===== config.mk =====
export PLATFORM = sky130hd
export DESIGN_NAME = bwb_bridge
export DESIGN_NICKNAME = d
export VERILOG_FILES = /design/src/rtl/bwb_pkg.sv /design/src/rtl/bwb_lane_decode.sv /design/src/rtl/bwb_seq.sv /design/src/rtl/bwb_data.sv /design/src/rtl/bwb_bridge.sv
export SDC_FILE = /design/constraint.sdc
export NUM_CORES = 1
export LEC_CHECK = 0
export BUFFER_PORTS_ARGS = -buffer_cell sky130_fd_sc_hd__buf_2
export CAP_MARGIN = 20
export CORE_MARGIN = 2
export CORE_UTILIZATION = 35
export DETAILED_ROUTE_END_ITERATION = 16
export GPL_TIMING_DRIVEN = 0
export PLACE_DENSITY = 0.7
export SLEW_MARGIN = 30
export SYNTH_ARGS = -nofsm -noshare
export SYNTH_HDL_FRONTEND = slang
export SYNTH_SLANG_ARGS = --single-unit
export TNS_END_PERCENT = 100

===== constraint.sdc =====
create_clock -name clk -period 1.7 [get_ports clk]
set_input_delay 0.17 -clock clk [delete_from_list [all_inputs] [get_ports clk]]
set_output_delay 0.17 -clock clk [all_outputs]
set_load 0.005 [all_outputs]

===== src/rtl/bwb_pkg.sv =====
package bwb_pkg;

    typedef enum logic [1:0] {
        K_WORD,
        K_LO,
        K_HI,
        K_BAD
    } kind_e;

    typedef enum logic [2:0] {
        S_IDLE,
        S_FIRST,
        S_GAP,
        S_SECOND,
        S_DONE
    } state_e;

endpackage


===== src/rtl/bwb_lane_decode.sv =====
module bwb_lane_decode
    import bwb_pkg::*;
(
    input  logic  a0,
    input  logic  hi_en,
    output kind_e kind
);

    always_comb begin
        unique case ({a0, hi_en})
            2'b01:   kind = K_WORD;
            2'b00:   kind = K_LO;
            2'b11:   kind = K_HI;
            default: kind = K_BAD;
        endcase
    end

endmodule


===== src/rtl/bwb_seq.sv =====
module bwb_seq
    import bwb_pkg::*;
#(
    parameter int ADDR_W = 16
) (
    input  logic              clk,
    input  logic              rst,
    input  logic              req,
    input  logic [ADDR_W-1:0] addr,
    input  logic              we,
    input  kind_e             kind,
    input  logic              t_ready,
    output logic              accept,
    output logic              t_stb,
    output logic [ADDR_W-1:0] t_addr,
    output logic              t_we,
    output logic              lane_hi,
    output logic              cap_en,
    output logic              h_ready,
    output logic              h_err
);

    localparam int BASE_W = ADDR_W - 1;

    state_e            state, state_nx;
    kind_e             kind_q;
    logic [BASE_W-1:0] base_q;
    logic              we_q;
    logic              err_q;

    always_comb begin
        state_nx = state;
        unique case (state)
            S_IDLE:   if (req) state_nx = (kind == K_BAD) ? S_DONE : S_FIRST;
            S_FIRST:  if (t_ready) state_nx = (kind_q == K_WORD) ? S_GAP : S_DONE;
            S_GAP:    state_nx = S_SECOND;
            S_SECOND: if (t_ready) state_nx = S_DONE;
            S_DONE:   state_nx = S_IDLE;
            default:  state_nx = S_IDLE;
        endcase
    end

    always_ff @(posedge clk) begin
        if (rst) begin
            state  <= S_IDLE;
            kind_q <= K_LO;
            base_q <= '0;
            we_q   <= 1'b0;
            err_q  <= 1'b0;
        end else begin
            state <= state_nx;
            if (state == S_IDLE && req) begin
                kind_q <= kind;
                base_q <= addr[ADDR_W-1:1];
                we_q   <= we;
                err_q  <= (kind == K_BAD);
            end else if (state == S_DONE) begin
                err_q <= 1'b0;
            end
        end
    end

    always_comb begin
        accept  = (state == S_IDLE) && req;
        t_stb   = (state == S_FIRST) || (state == S_SECOND);
        lane_hi = (state == S_SECOND) || (kind_q == K_HI);
        t_addr  = {base_q, lane_hi};
        t_we    = we_q;
        cap_en  = t_stb && t_ready && !we_q;
        h_ready = (state == S_DONE);
        h_err   = (state == S_DONE) && err_q;
    end


    ready_pulse_chk: assert property (@(posedge clk) disable iff (rst)
        h_ready |=> !h_ready);


    ready_no_stb_chk: assert property (@(posedge clk) disable iff (rst)
        h_ready |-> !t_stb);


    err_with_ready_chk: assert property (@(posedge clk) disable iff (rst)
        h_err |-> h_ready);


    gap_one_clock_chk: assert property (@(posedge clk) disable iff (rst)
        (t_stb && t_ready && kind_q == K_WORD && !lane_hi) |=> (!t_stb ##1 t_stb));

endmodule


===== src/rtl/bwb_data.sv =====
module bwb_data (
    input  logic        clk,
    input  logic        rst,
    input  logic        accept,
    input  logic [15:0] h_wdata,
    input  logic        lane_hi,
    input  logic        cap_en,
    input  logic [7:0]  t_rdata,
    output logic [7:0]  t_wdata,
    output logic [15:0] h_rdata
);

    logic [15:0] wbuf_q;
    logic [7:0]  lo_q;
    logic [7:0]  hi_q;

    always_ff @(posedge clk) begin
        if (rst) begin
            wbuf_q <= '0;
            lo_q   <= '0;
            hi_q   <= '0;
        end else if (accept) begin
            wbuf_q <= h_wdata;
            lo_q   <= '0;
            hi_q   <= '0;
        end else if (cap_en) begin
            if (lane_hi) hi_q <= t_rdata;
            else         lo_q <= t_rdata;
        end
    end

    always_comb begin
        t_wdata = lane_hi ? wbuf_q[15:8] : wbuf_q[7:0];
        h_rdata = {hi_q, lo_q};
    end

    // the held low byte survives the second half
    lo_hold_chk: assert property (@(posedge clk) disable iff (rst)
        (cap_en && lane_hi) |=> $stable(lo_q));

endmodule


===== src/rtl/bwb_bridge.sv =====
module bwb_bridge
    import bwb_pkg::*;
#(
    parameter int ADDR_W = 16
) (
    input  logic              clk,
    input  logic              rst,
    input  logic              hst_req,
    input  logic [ADDR_W-1:0] hst_addr,
    input  logic              hst_hi_en,
    input  logic              hst_we,
    input  logic [15:0]       hst_wdata,
    output logic [15:0]       hst_rdata,
    output logic              hst_ready,
    output logic              hst_err,
    output logic [ADDR_W-1:0] tgt_addr,
    output logic              tgt_stb,
    output logic              tgt_we,
    output logic [7:0]        tgt_wdata,
    input  logic [7:0]        tgt_rdata,
    input  logic              tgt_ready
);

    kind_e kind;
    logic  accept;
    logic  lane_hi;
    logic  cap_en;

    bwb_lane_decode u_dec (
        .a0    (hst_addr[0]),
        .hi_en (hst_hi_en),
        .kind  (kind)
    );

    bwb_seq #(.ADDR_W(ADDR_W)) u_seq (
        .clk     (clk),
        .rst     (rst),
        .req     (hst_req),
        .addr    (hst_addr),
        .we      (hst_we),
        .kind    (kind),
        .t_ready (tgt_ready),
        .accept  (accept),
        .t_stb   (tgt_stb),
        .t_addr  (tgt_addr),
        .t_we    (tgt_we),
        .lane_hi (lane_hi),
        .cap_en  (cap_en),
        .h_ready (hst_ready),
        .h_err   (hst_err)
    );

    bwb_data u_data (
        .clk     (clk),
        .rst     (rst),
        .accept  (accept),
        .h_wdata (hst_wdata),
        .lane_hi (lane_hi),
        .cap_en  (cap_en),
        .t_rdata (tgt_rdata),
        .t_wdata (tgt_wdata),
        .h_rdata (hst_rdata)
    );


    tgt_hold_chk: assert property (@(posedge clk) disable iff (rst)
        (tgt_stb && !tgt_ready) |=> (tgt_stb && $stable(tgt_addr)
                                     && $stable(tgt_we) && $stable(tgt_wdata)));

endmodule


==> flow_summary.toml, run 1 <==
[floorplanning]
num_io_pins = 90
die_area_sq_mm = 0.00721
dieHeight_um = 84.9
core_area_sq_mm = 0.00635
start_util_pct = 36.1
rows = 29
die_w_um = 84.9

[placement]
gp_congestion = 0.809
dp_hpwl_mm = 4.18
portBuffers = 88
preCtsSetupSlack_ns = -0.169
dpl.cell_count = 432

[timing]
clock_skew_ns = 0.00952
fin_crit_ns = 1.78
fmax_mhz = 563
worst_pin_slew_ns = 0.501
grt_setup_unrepaired = "yes"
hold_viol = 0
slew_headroom_pct = 66.6
setup_tns_ns = -0.528
setup_slack_ns = -0.0762
drv_slew = 0
final.period_utilization_pct = 104
hold_slack_ns = 0.0855
setup_viol_count_final = 8

[synthesis]
ys_async_sr_fraction_pct = 0
synthDistinctLibCells = 31
synth-simple-area-share_pct = 24.8
ys_ff_latch = 54
synth.area.mux_share_pct = 7.86
synth_nets = 313
ys.flop_type = "dfxtp_1"
syn_area_sq_mm = 0.00229
synth_top_family_by_area = "simple AND/OR/NAND/NOR gates"
yosys_warnings = 0
syn_inst = 267
synth_edf_count = 0
synth-compound-area-share_pct = 13.9
synthAdderAreaFrac_pct = 0
synth-xor-area-share_pct = 0
seq_area_frac_synth_pct = 47.2
avgSynthCellArea_sq_um = 8.59

[setup_path]
reg2reg_from = "u_seq.state[0]"
cp_max_fo = 5
required_ns = 1.53
slowest_delay_ns = 0.36
crit_top_cell = "buf_6"
worstSetupPathType = "reg2out"
cp_top_family = "flip-flops"
crit_arrival_ns = 1.61
crit_slowest_cell = "dfxtp_2"
cp.depth = 5
end_kind = "output port"
startpoint_type = "flip-flop"
rr_worst_depth = 5
cp.buffers_inverters = 2
worstPathCellList = "nor2b_4 -> a21o_1 -> buf_6 -> mux2_4 -> buf_6"
startpoint = "u_seq.state[0]"

[clock_network]
cts_tree = "built"
cts.sinks = 54
htreeDepth = 2
clk_latency_ns = 0.31
cts_root_buf = "clkbuf_8"
clkTransAtPathRegs_ns = 0.10
numCtsBuffers = 5
cts_buffer_depth = 2
cts_hold_buf = 0

[job]
maxCapViolCount = 0

[global_route]
grt_max_degree = 17
grt_pass1_wl_mm = 9.72
grtUsageTotal_pct = 16.8
gr-total-overflow = 0
grt_antenna_before_repair = 0
grt_pass1_vias = 2090

[outcome]
status = "complete, but fails checks"
violations = "setup timing"

[routing]
viasPerCell = 4.87
finalWirelength_mm = 5.96
wl_met2_mm = 2.82
drtIter0Drc = 73
top_layer = "met4"
antenna_left = 0
wl_per_cell_um = 13.3
drc = 0
wl_met3_um = 467
met1_length_mm = 2.61
drt-pass1-iter-count = 4
vias = 2178

[hold_path]
hold_path.class = "in2reg"
hold_path_depth = 3
min_from = "hst_addr[0]"

[pwr]
p_sw_w = 0.000703
p_per_area_mw_per_mm2 = 839
seq_power_share_pct = 52.4
p_int_w = 0.00192
p_leak_nw = 1.38
p_comb_share_pct = 18.9
vdd_drop_max_v = 0.000451
p_clk_share_pct = 28.7
p_sw_share_pct = 26.8

[final_layout]
post-route-util_pct = 49.2
final_common_cell = "buf_2"
nNetsFinal = 415
diodes = 0
syn2layout_area_growth_pct = 36.4
finalNonFillerCells = 447
final_cell_mix = "buf_2, nand2_1, dfxtp_1"
drive_gt1_share_pct = 37.3
-- cell type report --
cell class / count / area, sq um
Clock inverter: 2 / 12.5
Sequential cell: 54 / 1090
Timing Repair Buffer: 98 / 573
Buffer: 23 / 146
Inverter: 3 / 11.3
Multi-Input combinational cell: 184 / 1120
Tap cell: 77 / 96.3
Clock buffer: 6 / 82.6
Fill cell: 641 / 3220
-- metrics by stage --
step | instance area [sq um] | power, W
CTS | 3060 | 0.00263
detailed placement | 2830 | 0.00183
floorplan | 2290 | 0.00165
finish | 3130 | 0.00262
global route | 3130 | 0.00278
global placement | 2830 | 0.00182
-- worst reg2reg max path, cell delays in order, from the launching register on --
cell and delay (ns):
dfxtp_2 0.34, buf_6 0.12, or4b_4 0.50, buf_6 0.15, buf_6 0.13, a211o_1 0.24
-- registers in the layout, summed over array words and instances, names as in the netlist --
register       cells
u_data.hi_q        8
u_data.lo_q        8
u_data.wbuf_q     16
u_seq.base_q      15
u_seq.err_q        1
u_seq.kind_q       2
u_seq.state        3
u_seq.t_we         1
-- worst paths after layout --
check	end	slack [ns]
max	tgt_wdata[4]	-0.08
min	u_seq.kind_q[1]	0.09
max reg2reg	u_seq.kind_q[0]	0.10
min reg2reg	u_seq.base_q[11]	0.45
-- cells in the mapped netlist (2+ instances only) --
master | instances | share of area, %
a211o_1 | 2 | 0.76
a21oi_1 | 42 | 9.2
and3_1 | 2 | 0.55
buf_2 | 8 | 1.7
buf_6 | 3 | 1.5
clkbuf_1 | 13 | 2.1
dfxtp_1 | 54 | 47
inv_1 | 2 | 0.33
mux2_2 | 8 | 3.9
mux2i_1 | 9 | 3.9
nand2_1 | 68 | 11
nand2b_1 | 2 | 0.55
nand3b_1 | 16 | 5.2
nand4_1 | 8 | 2.2
nor2_1 | 3 | 0.49
nor2b_1 | 3 | 0.82
nor3_1 | 3 | 0.65
o31ai_1 | 8 | 2.6
-- power groups by stage --
| stage | Sequential [W] | Combinational (W) | Clock, W |
|---|---|---|---|
| 2_1_floorplan | 0.00140 | 0.000258 | 0 |
| 4_1_cts | 0.00137 | 0.000476 | 0.000784 |
| 3_3_place_gp | 0.00140 | 0.000423 | 0 |
| 6_report | 0.00137 | 0.000497 | 0.000751 |
| 5_1_grt | 0.00138 | 0.000557 | 0.000835 |
| 3_5_place_dp | 0.00140 | 0.000428 | 0 |
-- per-layer routing --
| layer | vias up | global-route usage [%] |
|---|---|---|
| li1 | 1114 | - |
| met1 | 988 | 22.2 |
| met2 | 71 | 26.6 |
| met3 | 5 | 5.06 |
| met4 | 0 | 4.76 |
| met5 | - | 0 |
-- cells by family (layout without fill, tap and decap cells) --
logic type | after synthesis | count (layout)
buffers and inverters | 29 | 132
multiplexers | 17 | 17
AND/OR/NAND/NOR | 111 | 111
AO/OA/AOI/OAI | 56 | 56
flip-flops | 54 | 54
-- repair_timing --
item	in CTS	in global routing
gates cloned	1	0
endpoints found under the setup margin	9	60
pin swaps	3	2
gates resized for setup	31	17
buffers inserted	6	3
Power figures use the tool's default switching activity.
==> run 2, diff against run 1 <==
Settings changed: SKIP_LAST_GASP set to 1.
==> run 2 against run 1 <==
The run still ends with setup timing left. Wire length is 1.3% higher. Sequential share of layout area shrank 0.083 points. Clock-buffer cell count stayed put. Critical endpoint is now tgt_wdata[0]. Sequential power hardly changed. Via count is 0.46% higher. Final cell count is 0.45% higher. Maximum frequency decreased by 3.2%. Sequential cell count did not move.
==> flow_summary.toml, run 2 (synthesized netlist as in run 1, its figures left out) <==
[placement]
portBuffers = 88
gp_congestion = 0.809
preCtsSetupSlack_ns = -0.169
dp_hpwl_mm = 4.18
dpl.cell_count = 432

[timing]
setup_tns_ns = -0.991
fin_crit_ns = 1.83
setup_viol_count_final = 8
slew_headroom_pct = 66.4
fmax_mhz = 545
drv_slew = 0
hold_viol = 0
worst_pin_slew_ns = 0.504
final.period_utilization_pct = 108
grt_setup_unrepaired = "yes"
setup_slack_ns = -0.134
clock_skew_ns = 0.0147

[final_layout]
syn2layout_area_growth_pct = 36.7
nNetsFinal = 417
drive_gt1_share_pct = 37.6
top_regs = "u_data.wbuf_q (16), u_seq.base_q (15)"
largest_register_ffs = 16
final_cell_mix = "buf_2, nand2_1, dfxtp_1"
fillCellCount = 642
finalNonFillerCells = 449
final_common_cell = "buf_2"
post-route-util_pct = 49.4
top_register = "u_data.wbuf_q"
diodes = 0

[setup_path]
regToRegEndpoint = "u_seq.kind_q[0]"
worstSetupPathType = "reg2out"
rr_worst_depth = 5
regToRegSetupSlack_ns = 0.03
reg2reg_from = "u_seq.state[0]"
startpoint_type = "flip-flop"
crit_arrival_ns = 1.66
cp_max_fo = 5
end_kind = "output port"
required_ns = 1.53

[clock_network]
clkTransAtPathRegs_ns = 0.10
cts_hold_buf = 0
numCtsBuffers = 5
cts.sinks = 54
cts_buffer_depth = 2
htreeDepth = 2
cts_tree = "built"
clk_latency_ns = 0.31
cts_root_buf = "clkbuf_8"

[job]
maxCapViolCount = 0

[hold_path]
hold_path.class = "in2reg"
min_to = "u_seq.kind_q[1]"
hold_path_depth = 3
min_from = "hst_addr[0]"

[outcome]
status = "complete, but fails checks"
violations = "setup timing"

[floorplanning]
start_util_pct = 36.1
dieHeight_um = 84.9
num_io_pins = 90
core_area_sq_mm = 0.00635
rows = 29
die_area_sq_mm = 0.00721
die_w_um = 84.9

[pwr]
vdd_drop_max_v = 0.000449
p_per_area_mw_per_mm2 = 837
power_w = 0.00262
p_leak_nw = 1.39

[routing]
drt-pass1-iter-count = 4
finalWirelength_mm = 6.04
viasPerCell = 4.87
vias = 2188
wl_per_cell_um = 13.4
drtIter0Drc = 56
antenna_left = 0
drc = 0

[global_route]
grt_antenna_before_repair = 0
grt_max_degree = 17
grt_pass1_vias = 2086
grt_pass1_wl_mm = 9.66
grtUsageTotal_pct = 16.7
gr-total-overflow = 0
==> run 2: cell types whose count changed in the layout (fill, tap and decap cells not counted), sizes merged <==
cell    change
buf         +7
clkbuf      -5
==> run 2: area by class of cell <==
cell class	instances	area, sq um	share of cell area (%)
multi-input cells	184	1120	35.7
clock buffers	6	82.6	2.63
plain buffers	24	138	4.39
clock inverters	2	12.5	0.399
flip-flops and latches	54	1090	34.7
repair buffers	99	589	18.8
well taps	77	96.3	3.07
inverters	3	11.3	0.359
==> run 2: power by group <==
group / leakage, nW / internal (W) / switching, W
sequential: 0.442 / 0.00134 / 0.0000368
combinational: 0.899 / 0.000247 / 0.000243
clock: 0.0472 / 0.000329 / 0.000431
total: 1.39 / 0.00191 / 0.000712
==> run 2: routing by layer <==
metal  global-route usage [%]  vias up  wire (um)
met5                        0        -          0
met4                     4.76        0         65
met3                     5.06        5        421
met2                     26.3       70       2880
met1                     22.1      996       2670
li1                         -     1117          -
==> run 2: critical path, cell delays in order, from the launching register on <==
cell	delay (ns)
dfxtp_2	0.34
buf_6	0.11
nor2b_4	0.11
a21o_1	0.19
buf_6	0.16
mux2_4	0.31
buf_6	0.12
==> run 2: worst max-delay path by stage <==
stage	slack, ns	endpoint	start	cells after the start
global placement	-0.16	tgt_wdata[0]	u_seq.kind_q[1]	6
floorplan	0.14	u_seq.kind_q[0]	u_seq.state[0]	5
CTS	-0.12	tgt_wdata[7]	u_seq.kind_q[1]	6
detailed placement	-0.17	tgt_wdata[4]	u_seq.kind_q[1]	6
global route	-0.19	tgt_wdata[0]	u_seq.state[2]	6
finish	-0.13	tgt_wdata[0]	u_seq.state[2]	6
==> run 2: per-stage QoR <==
stage / area, sq um / hold slack (ns)
after floorplan: 2290 / 0.306
after global placement: 2830 / 0.410
after detailed placement: 2830 / 0.416
after CTS: 3030 / 0.0729
after global routing: 3130 / 0.0705
final: 3130 / 0.0787
==> run 2: what timing repair did <==
action                                  4_1_cts  5_1_grt
buffers inserted                              6        4
gates resized for setup                      18       29
cloned                                        1        0
endpoints found under the setup margin        9       61
pin swaps                                     1        1
